[config.mk]
export PLATFORM = sky130hd
export DESIGN_NAME = pgcache_ctrl
export DESIGN_NICKNAME = d
export VERILOG_FILES = /design/src/rtl/pgcache_pkg.sv /design/src/rtl/pgc_cache.sv /design/src/rtl/pgc_pick.sv /design/src/rtl/pgc_timer.sv /design/src/rtl/pgcache_ctrl.sv
export SDC_FILE = /design/constraint.sdc
export NUM_CORES = 1
export LEC_CHECK = 0
export CELL_PAD_IN_SITES_DETAIL_PLACEMENT = 1
export CELL_PAD_IN_SITES_GLOBAL_PLACEMENT = 2
export CORE_AREA = 2 2 237 239
export CTS_BUF_LIST = sky130_fd_sc_hd__clkbuf_4
export DETAILED_ROUTE_END_ITERATION = 6
export DIE_AREA = 0 0 239 241
export PLACE_DENSITY_LB_ADDON = 0.1
export SKIP_LAST_GASP = 1
export SLEW_MARGIN = 40
export SYNTH_ARGS = -nofsm -noshare
export SYNTH_HDL_FRONTEND = slang
export SYNTH_SLANG_ARGS = --single-unit
[constraint.sdc]
create_clock -name clk -period 4.8 [get_ports clk]
set_clock_uncertainty 0.05 [all_clocks]
set_input_delay 0.72 -clock clk [delete_from_list [all_inputs] [get_ports clk]]
set_output_delay 0.72 -clock clk [all_outputs]
set_load 0.05 [all_outputs]
[src/rtl/pgcache_pkg.sv]
package pgcache_pkg;
    typedef enum logic [1:0] {
        ST_IDLE  = 2'd0,
        ST_LOAD  = 2'd1,
        ST_WRITE = 2'd2,
        ST_HOLD  = 2'd3
    } pgc_state_e;
endpackage

[src/rtl/pgc_cache.sv]
module pgc_cache #(
    parameter int PAGES      = 8,
    parameter int PAGE_BYTES = 8
) (
    input  logic                                      clk,
    input  logic                                      rst_n,
    input  logic                                      clr_i,
    input  logic                                      wr_i,
    input  logic [$clog2(PAGES*PAGE_BYTES)-1:0]       slot_i,
    input  logic [7:0]                                byte_i,
    input  logic [$clog2(PAGES)-1:0]                  rd_page_i,
    output logic [PAGE_BYTES*8-1:0]                   rd_data_o,
    output logic [PAGE_BYTES-1:0]                     rd_mask_o,
    output logic [PAGES*PAGE_BYTES-1:0]               masks_o
);
    localparam int CACHE_BYTES = PAGES * PAGE_BYTES;
    localparam int SLOT_W      = $clog2(CACHE_BYTES);
    localparam int OFF_W       = $clog2(PAGE_BYTES);

    logic [7:0]             bytes_q [CACHE_BYTES];
    logic [CACHE_BYTES-1:0] vmask_q;

    always_ff @(posedge clk) begin
        if (wr_i) begin
            bytes_q[slot_i] <= byte_i;
        end
    end

    always_ff @(posedge clk or negedge rst_n) begin
        if (!rst_n) begin
            vmask_q <= '0;
        end else if (clr_i) begin
            vmask_q <= '0;
        end else if (wr_i) begin
            vmask_q[slot_i] <= 1'b1;
        end
    end

    generate
        for (genvar b = 0; b < PAGE_BYTES; b++) begin : g_rd
            logic [SLOT_W-1:0] rd_slot;
            assign rd_slot = {rd_page_i, OFF_W'(b)};
            assign rd_data_o[b*8 +: 8] = bytes_q[rd_slot];
            assign rd_mask_o[b]        = vmask_q[rd_slot];
        end
    endgenerate

    assign masks_o = vmask_q;

    // a start leaves no byte marked
    assert_clear_masks_R9: assert property (@(posedge clk) disable iff (!rst_n)
        clr_i |=> (masks_o == '0));

    // an accepted byte is marked at its slot
    assert_byte_marked_R1: assert property (@(posedge clk) disable iff (!rst_n)
        (wr_i && !clr_i) |=> masks_o[$past(slot_i)]);
endmodule

[src/rtl/pgc_pick.sv]
module pgc_pick #(
    parameter int PAGES      = 8,
    parameter int PAGE_BYTES = 8
) (
    input  logic [PAGES*PAGE_BYTES-1:0] masks_i,
    input  logic [$clog2(PAGES):0]      from_i,
    output logic                        found_o,
    output logic [$clog2(PAGES)-1:0]    idx_o
);
    localparam int PG_W = $clog2(PAGES);

    always_comb begin
        found_o = 1'b0;
        idx_o   = '0;
        for (int p = PAGES - 1; p >= 0; p--) begin
            if (((PG_W + 1)'(p) >= from_i) && (|masks_i[p*PAGE_BYTES +: PAGE_BYTES])) begin
                found_o = 1'b1;
                idx_o   = PG_W'(p);
            end
        end
    end
endmodule

[src/rtl/pgc_timer.sv]
module pgc_timer #(
    parameter int WRITE_CYCLES = 4
) (
    input  logic                              clk,
    input  logic                              rst_n,
    input  logic                              load_i,
    output logic                              last_o,
    output logic [$clog2(WRITE_CYCLES+1)-1:0] cnt_o
);
    localparam int CNT_W = $clog2(WRITE_CYCLES + 1);

    logic [CNT_W-1:0] cnt_q;

    always_ff @(posedge clk or negedge rst_n) begin
        if (!rst_n) begin
            cnt_q <= '0;
        end else if (load_i) begin
            cnt_q <= CNT_W'(WRITE_CYCLES - 1);
        end else if (cnt_q != '0) begin
            cnt_q <= cnt_q - 1'b1;
        end
    end

    assign last_o = (cnt_q == CNT_W'(1));
    assign cnt_o  = cnt_q;
endmodule

[src/rtl/pgcache_ctrl.sv]
module pgcache_ctrl #(
    parameter int PAGES        = 8,
    parameter int PAGE_BYTES   = 8,
    parameter int ADDR_W       = 13,
    parameter int WRITE_CYCLES = 250000
) (
    input  logic                                  clk,
    input  logic                                  rst_n,
    input  logic                                  start_i,
    input  logic [ADDR_W-1:0]                     start_addr_i,
    input  logic                                  data_valid_i,
    input  logic [7:0]                            data_i,
    input  logic                                  stop_i,
    output logic                                  busy_o,
    output logic                                  wr_en_o,
    output logic [ADDR_W-$clog2(PAGE_BYTES)-1:0]  wr_page_o,
    output logic [PAGE_BYTES*8-1:0]               wr_data_o,
    output logic [PAGE_BYTES-1:0]                 wr_be_o
);
    import pgcache_pkg::*;

    localparam int CACHE_BYTES = PAGES * PAGE_BYTES;
    localparam int SLOT_W      = $clog2(CACHE_BYTES);
    localparam int OFF_W       = $clog2(PAGE_BYTES);
    localparam int PG_W        = $clog2(PAGES);
    localparam int APAGE_W     = ADDR_W - OFF_W;
    localparam int CNT_W       = $clog2(WRITE_CYCLES + 1);

    pgc_state_e         state_q, state_d;
    logic [SLOT_W-1:0]  slot_q;
    logic [APAGE_W-1:0] base_q;
    logic [PG_W-1:0]    pg_q;

    logic               take_start, take_byte;
    logic               tmr_load, tmr_last;
    logic [CNT_W-1:0]   tmr_cnt;
    logic [PG_W:0]      pick_from;
    logic               pick_found;
    logic [PG_W-1:0]    pick_idx;
    logic [CACHE_BYTES-1:0] masks;

    // ---------------- next-state logic ----------------
    always_comb begin
        state_d = state_q;
        unique case (state_q)
            ST_IDLE:  if (start_i) state_d = ST_LOAD;
            ST_LOAD: begin
                if (start_i)      state_d = ST_LOAD;
                else if (stop_i)  state_d = pick_found ? ST_WRITE : ST_IDLE;
            end
            ST_WRITE: state_d = ST_HOLD;
            ST_HOLD: begin
                if (tmr_last) state_d = pick_found ? ST_WRITE : ST_IDLE;
            end
            default:  state_d = ST_IDLE;
        endcase
    end

    // ---------------- state and datapath registers ----------------
    always_ff @(posedge clk or negedge rst_n) begin
        if (!rst_n) begin
            state_q <= ST_IDLE;
            slot_q  <= '0;
            base_q  <= '0;
            pg_q    <= '0;
        end else begin
            state_q <= state_d;
            if (take_start) begin
                base_q <= start_addr_i[ADDR_W-1:OFF_W];
                slot_q <= SLOT_W'(start_addr_i[OFF_W-1:0]);
            end else if (take_byte) begin
                slot_q <= slot_q + 1'b1;
            end
            if (state_d == ST_WRITE && state_q != ST_WRITE) begin
                pg_q <= pick_idx;
            end
        end
    end

    // ---------------- control outputs ----------------
    always_comb begin
        take_start = 1'b0;
        take_byte  = 1'b0;
        tmr_load   = 1'b0;
        busy_o     = 1'b0;
        wr_en_o    = 1'b0;
        pick_from  = '0;
        unique case (state_q)
            ST_IDLE:  take_start = start_i;
            ST_LOAD: begin
                take_start = start_i;
                take_byte  = data_valid_i && !start_i && !stop_i;
            end
            ST_WRITE: begin
                wr_en_o  = 1'b1;
                busy_o   = 1'b1;
                tmr_load = 1'b1;
            end
            ST_HOLD: begin
                busy_o    = 1'b1;
                pick_from = {1'b0, pg_q} + (PG_W + 1)'(1);
            end
            default: ;
        endcase
    end

    pgc_cache #(.PAGES(PAGES), .PAGE_BYTES(PAGE_BYTES)) u_cache (
        .clk       (clk),
        .rst_n     (rst_n),
        .clr_i     (take_start),
        .wr_i      (take_byte),
        .slot_i    (slot_q),
        .byte_i    (data_i),
        .rd_page_i (pg_q),
        .rd_data_o (wr_data_o),
        .rd_mask_o (wr_be_o),
        .masks_o   (masks)
    );

    pgc_pick #(.PAGES(PAGES), .PAGE_BYTES(PAGE_BYTES)) u_pick (
        .masks_i (masks),
        .from_i  (pick_from),
        .found_o (pick_found),
        .idx_o   (pick_idx)
    );

    pgc_timer #(.WRITE_CYCLES(WRITE_CYCLES)) u_timer (
        .clk    (clk),
        .rst_n  (rst_n),
        .load_i (tmr_load),
        .last_o (tmr_last),
        .cnt_o  (tmr_cnt)
    );

    assign wr_page_o = base_q + APAGE_W'(pg_q);

    // ---------------- assertions ----------------
    assert_strobe_single_R6: assert property (@(posedge clk) disable iff (!rst_n)
        wr_en_o |=> (!wr_en_o && busy_o));

    assert_hold_has_time_R6: assert property (@(posedge clk) disable iff (!rst_n)
        (state_q == ST_HOLD) |-> (tmr_cnt != '0));

    assert_no_empty_page_R5: assert property (@(posedge clk) disable iff (!rst_n)
        wr_en_o |-> (wr_be_o != '0));

    assert_frozen_base_R7: assert property (@(posedge clk) disable iff (!rst_n)
        busy_o |=> (base_q == $past(base_q)));

    assert_empty_stop_R8: assert property (@(posedge clk) disable iff (!rst_n)
        (state_q == ST_LOAD && stop_i && !start_i && masks == '0) |=> !busy_o);

    assert_idle_quiet_R11: assert property (@(posedge clk) disable iff (!rst_n)
        (state_q == ST_IDLE) |=> !wr_en_o);
endmodule

==> qor.yml <==
worst_path_dominant_cell_family: "flip-flops"
detail_route.first_pass.iterations: 4
worst_skew_pair.late_latency_ns: 0.98
detail_route.drc_violations: 0
critical_path.max_stage_delay_ns: 0.84
setup_violating_endpoint_count_in_the_final_report: 0
storage_element_area_sq_mm: 0.0180
critical_path.cell_chain: "ha_1 > a21oi_1 > and3b_1 > xor2_1 > clkdlybuf4s50_1"
yosys_register_bits: 615
nets: 1596
synth.yosys.seq_area_share_pct: 73.3
max_freq_ghz: 0.219
period_share_pct: 95.0
cts-root-to-sink-buffers: 3
power_per_cell_area_mw_per_mm2: 376
multi_input_area_sq_mm: 0.00630
cts_tree: "built"
h-tree-depth: 4
critical_path.startpoint_type: "flop"
fin_crit_ns: 4.56
worst_path_max_delay_cell: "sky130_fd_sc_hd__dfrtp_4"
placeableCoreArea_sq_mm: 0.0549
synthTopCellsByCount: "sky130_fd_sc_hd__edfxtp_1 (512), sky130_fd_sc_hd__mux4_2 (144), sky130_fd_sc_hd__nor2_1 (127)"
die_width_um: 239
design.die.area_sq_mm: 0.0576
timing.final.ws_setup_ns: 0.240
pwr_total_mw: 10.8
status: "complete, no violations"
timing_worst_slew_pin_value_ns: 0.809
report.final.hold_viol_count: 0
worst_ep_arrival_time_ns: 3.79
synth_area_per_cell_sq_um: 19.0
finish.cell_count_without_fillers: 2392
asyncSetResetFlopFracSynth_pct: 16.7
cts.sink_count: 615
via_count_of_the_first_global_routing_pass: 14400
timing.hold.ws_ns: 0.125
timing.setup.critical_path_class: "flop to output pin"
drt-met1-wl_um: 27000
detailroute.wirelength.met3_um: 2670
timing.max_slew.rel_slack_pct: 45.9
maxCapViolCount: 0
fp.dieH_um: 241
grt_pass1_wl_um: 88900
synthesis.instances: 1292
post_synth_top_area_share_pct: 62.8
globalplace.congestion: 0.753
topRoutingLayerUsed: "met5"
met2_length_um: 28000
synth.net_count: 1326
ys.flop_type: "sky130_fd_sc_hd__edfxtp_1"
finalWirelength_um: 58700
final_cell_area_sq_mm: 0.0288
grt_usage_pct: 21.3
number_of_placed_i_o_pins: 110
filler_cell_count: 5055
yosysWarningCount: 0
syn_area_sq_mm: 0.0245
dp_cells: 2105
clk_transition_reported_paths_ns: 0.08
yosys-top-cells-area: "sky130_fd_sc_hd__edfxtp_1 (63%), sky130_fd_sc_hd__mux4_2 (13%), sky130_fd_sc_hd__dfrtp_1 (11%), sky130_fd_sc_hd__mux2_2 (3.3%), sky130_fd_sc_hd__nor2_1 (1.9%)"
slew_violations: 0
synth_top_cell_by_area: "sky130_fd_sc_hd__edfxtp_1"
wire_per_inst_um: 24.5
initial_utilization_pct: 44.6
library_cell_used_as_clock_root_buffer: "sky130_fd_sc_hd__clkbuf_4"
cp_num_buf_inv: 1
ir_drop_mv: 0.164
final_util_pct: 52.5
setup_tns_ns: 0
area_added_between_synthesis_and_finish_pct: 17.7
place_area_sq_mm: 0.0268
postRouteAntennaNets: 0
initialDrtViolationCount: 836
largest_net_degree_at_the_start_of_global_routing: 83
dr_total_vias: 13200
edff_count_synth: 512
required_ns: 4.03
dpl_worst_slack_ns: 1.15
static-leakage-power_nw: 9.86
final_layout_size_suffix_gt1_share_pct: 33.7
synthMostInstantiatedCell: "sky130_fd_sc_hd__edfxtp_1"
globalRoute.totalOverflow: 0
placementRows: 86
worst-path-max-fanout: 34
dp.final_hpwl_um: 34200
cts-buffers-inserted: 157
worstSetupEndpointType: "output pin"
hold_class: "primary input to flop"
grt_setup_unrepaired: "no"
route.detailed.vias_per_inst: 5.50
post_synth_num_cell_types: 62
port_buffers: 109
grt_antenna_before_repair: 5
==> cell usage in the layout, fill, tap and decap left out, types with 11 or more instances in the layout <==
cell type                         count
sky130_fd_sc_hd__dfrtp_1            100
sky130_fd_sc_hd__nand2_1             55
sky130_fd_sc_hd__xnor2_1             14
sky130_fd_sc_hd__mux2_2              72
sky130_fd_sc_hd__clkinv_1            34
sky130_fd_sc_hd__mux4_2             144
sky130_fd_sc_hd__o21ai_0             12
sky130_fd_sc_hd__clkdlybuf4s50_1    100
sky130_fd_sc_hd__nor2_2              13
sky130_fd_sc_hd__nor2_1             115
sky130_fd_sc_hd__buf_4               59
sky130_fd_sc_hd__edfxtp_1           512
sky130_fd_sc_hd__clkbuf_4           227
sky130_fd_sc_hd__nor4_1              21
sky130_fd_sc_hd__o21a_1              41
sky130_fd_sc_hd__a21oi_1             11
==> report_power, final <==
| group | internal, mW | switching [mW] | total [mW] |
|---|---|---|---|
| Clock | 2.29 | 2.11 | 4.40 |
| Sequential | 5.88 | 0.121 | 6.00 |
| Combinational | 0.165 | 0.281 | 0.446 |
| Total | 8.33 | 2.52 | 10.8 |
==> kinds of logic after synthesis <==
family | synth area share [%]
simple gates | 5.11
fa+ha+maj | 0.439
xor+xnor | 0.751
flops | 73.3
buf+inv | 1.15
mux | 16.7
compound gates | 2.56
==> final cells by class <==
class	count	share of cell area, %
timing repair buffer	177	5.78
sequential	615	62.3
inverter	9	0.117
antenna	6	0.0521
tap	704	3.05
multi-input combinational	602	21.9
clock inverter	52	0.937
clock buffer	227	5.91
==> layer usage <==
metal | track usage [%] | vias to the layer above
li1 | - | 5796
met1 | 29.5 | 6996
met2 | 33.1 | 279
met3 | 5.81 | 78
met4 | 6.84 | 6
met5 | 0 | -
==> registers in the layout, summed over array words and instances, names as in the netlist <==
register,cells
base_q,10
pg_q,3
u_cache.masks_o,64
u_cache.bytes_q,512
state_q,2
slot_q,6
u_timer.cnt_o,18
==> final timing paths <==
check,startpoint,slack [ns],depth (start not counted),endpoint
min reg2reg,base_q[2],0.45,2,base_q[2]
min,data_i[6],0.12,1,u_cache.bytes_q[49][6]
max,pg_q[2],0.24,5,wr_page_o[7]
max reg2reg,pg_q[0],1.66,8,state_q[1]
max in group asynchronous,rst_n,3.46,3,u_cache.masks_o[24]
min in group asynchronous,rst_n,0.29,2,base_q[9]
==> repair_timing <==
item                                    CTS  global route
resized for setup                         0             0
hold endpoints to repair                 70             0
endpoints found under the setup margin    0            23
buffers inserted                          0             1
hold buffers                              1             0
Note: power is estimated with default switching activity, not from simulation.
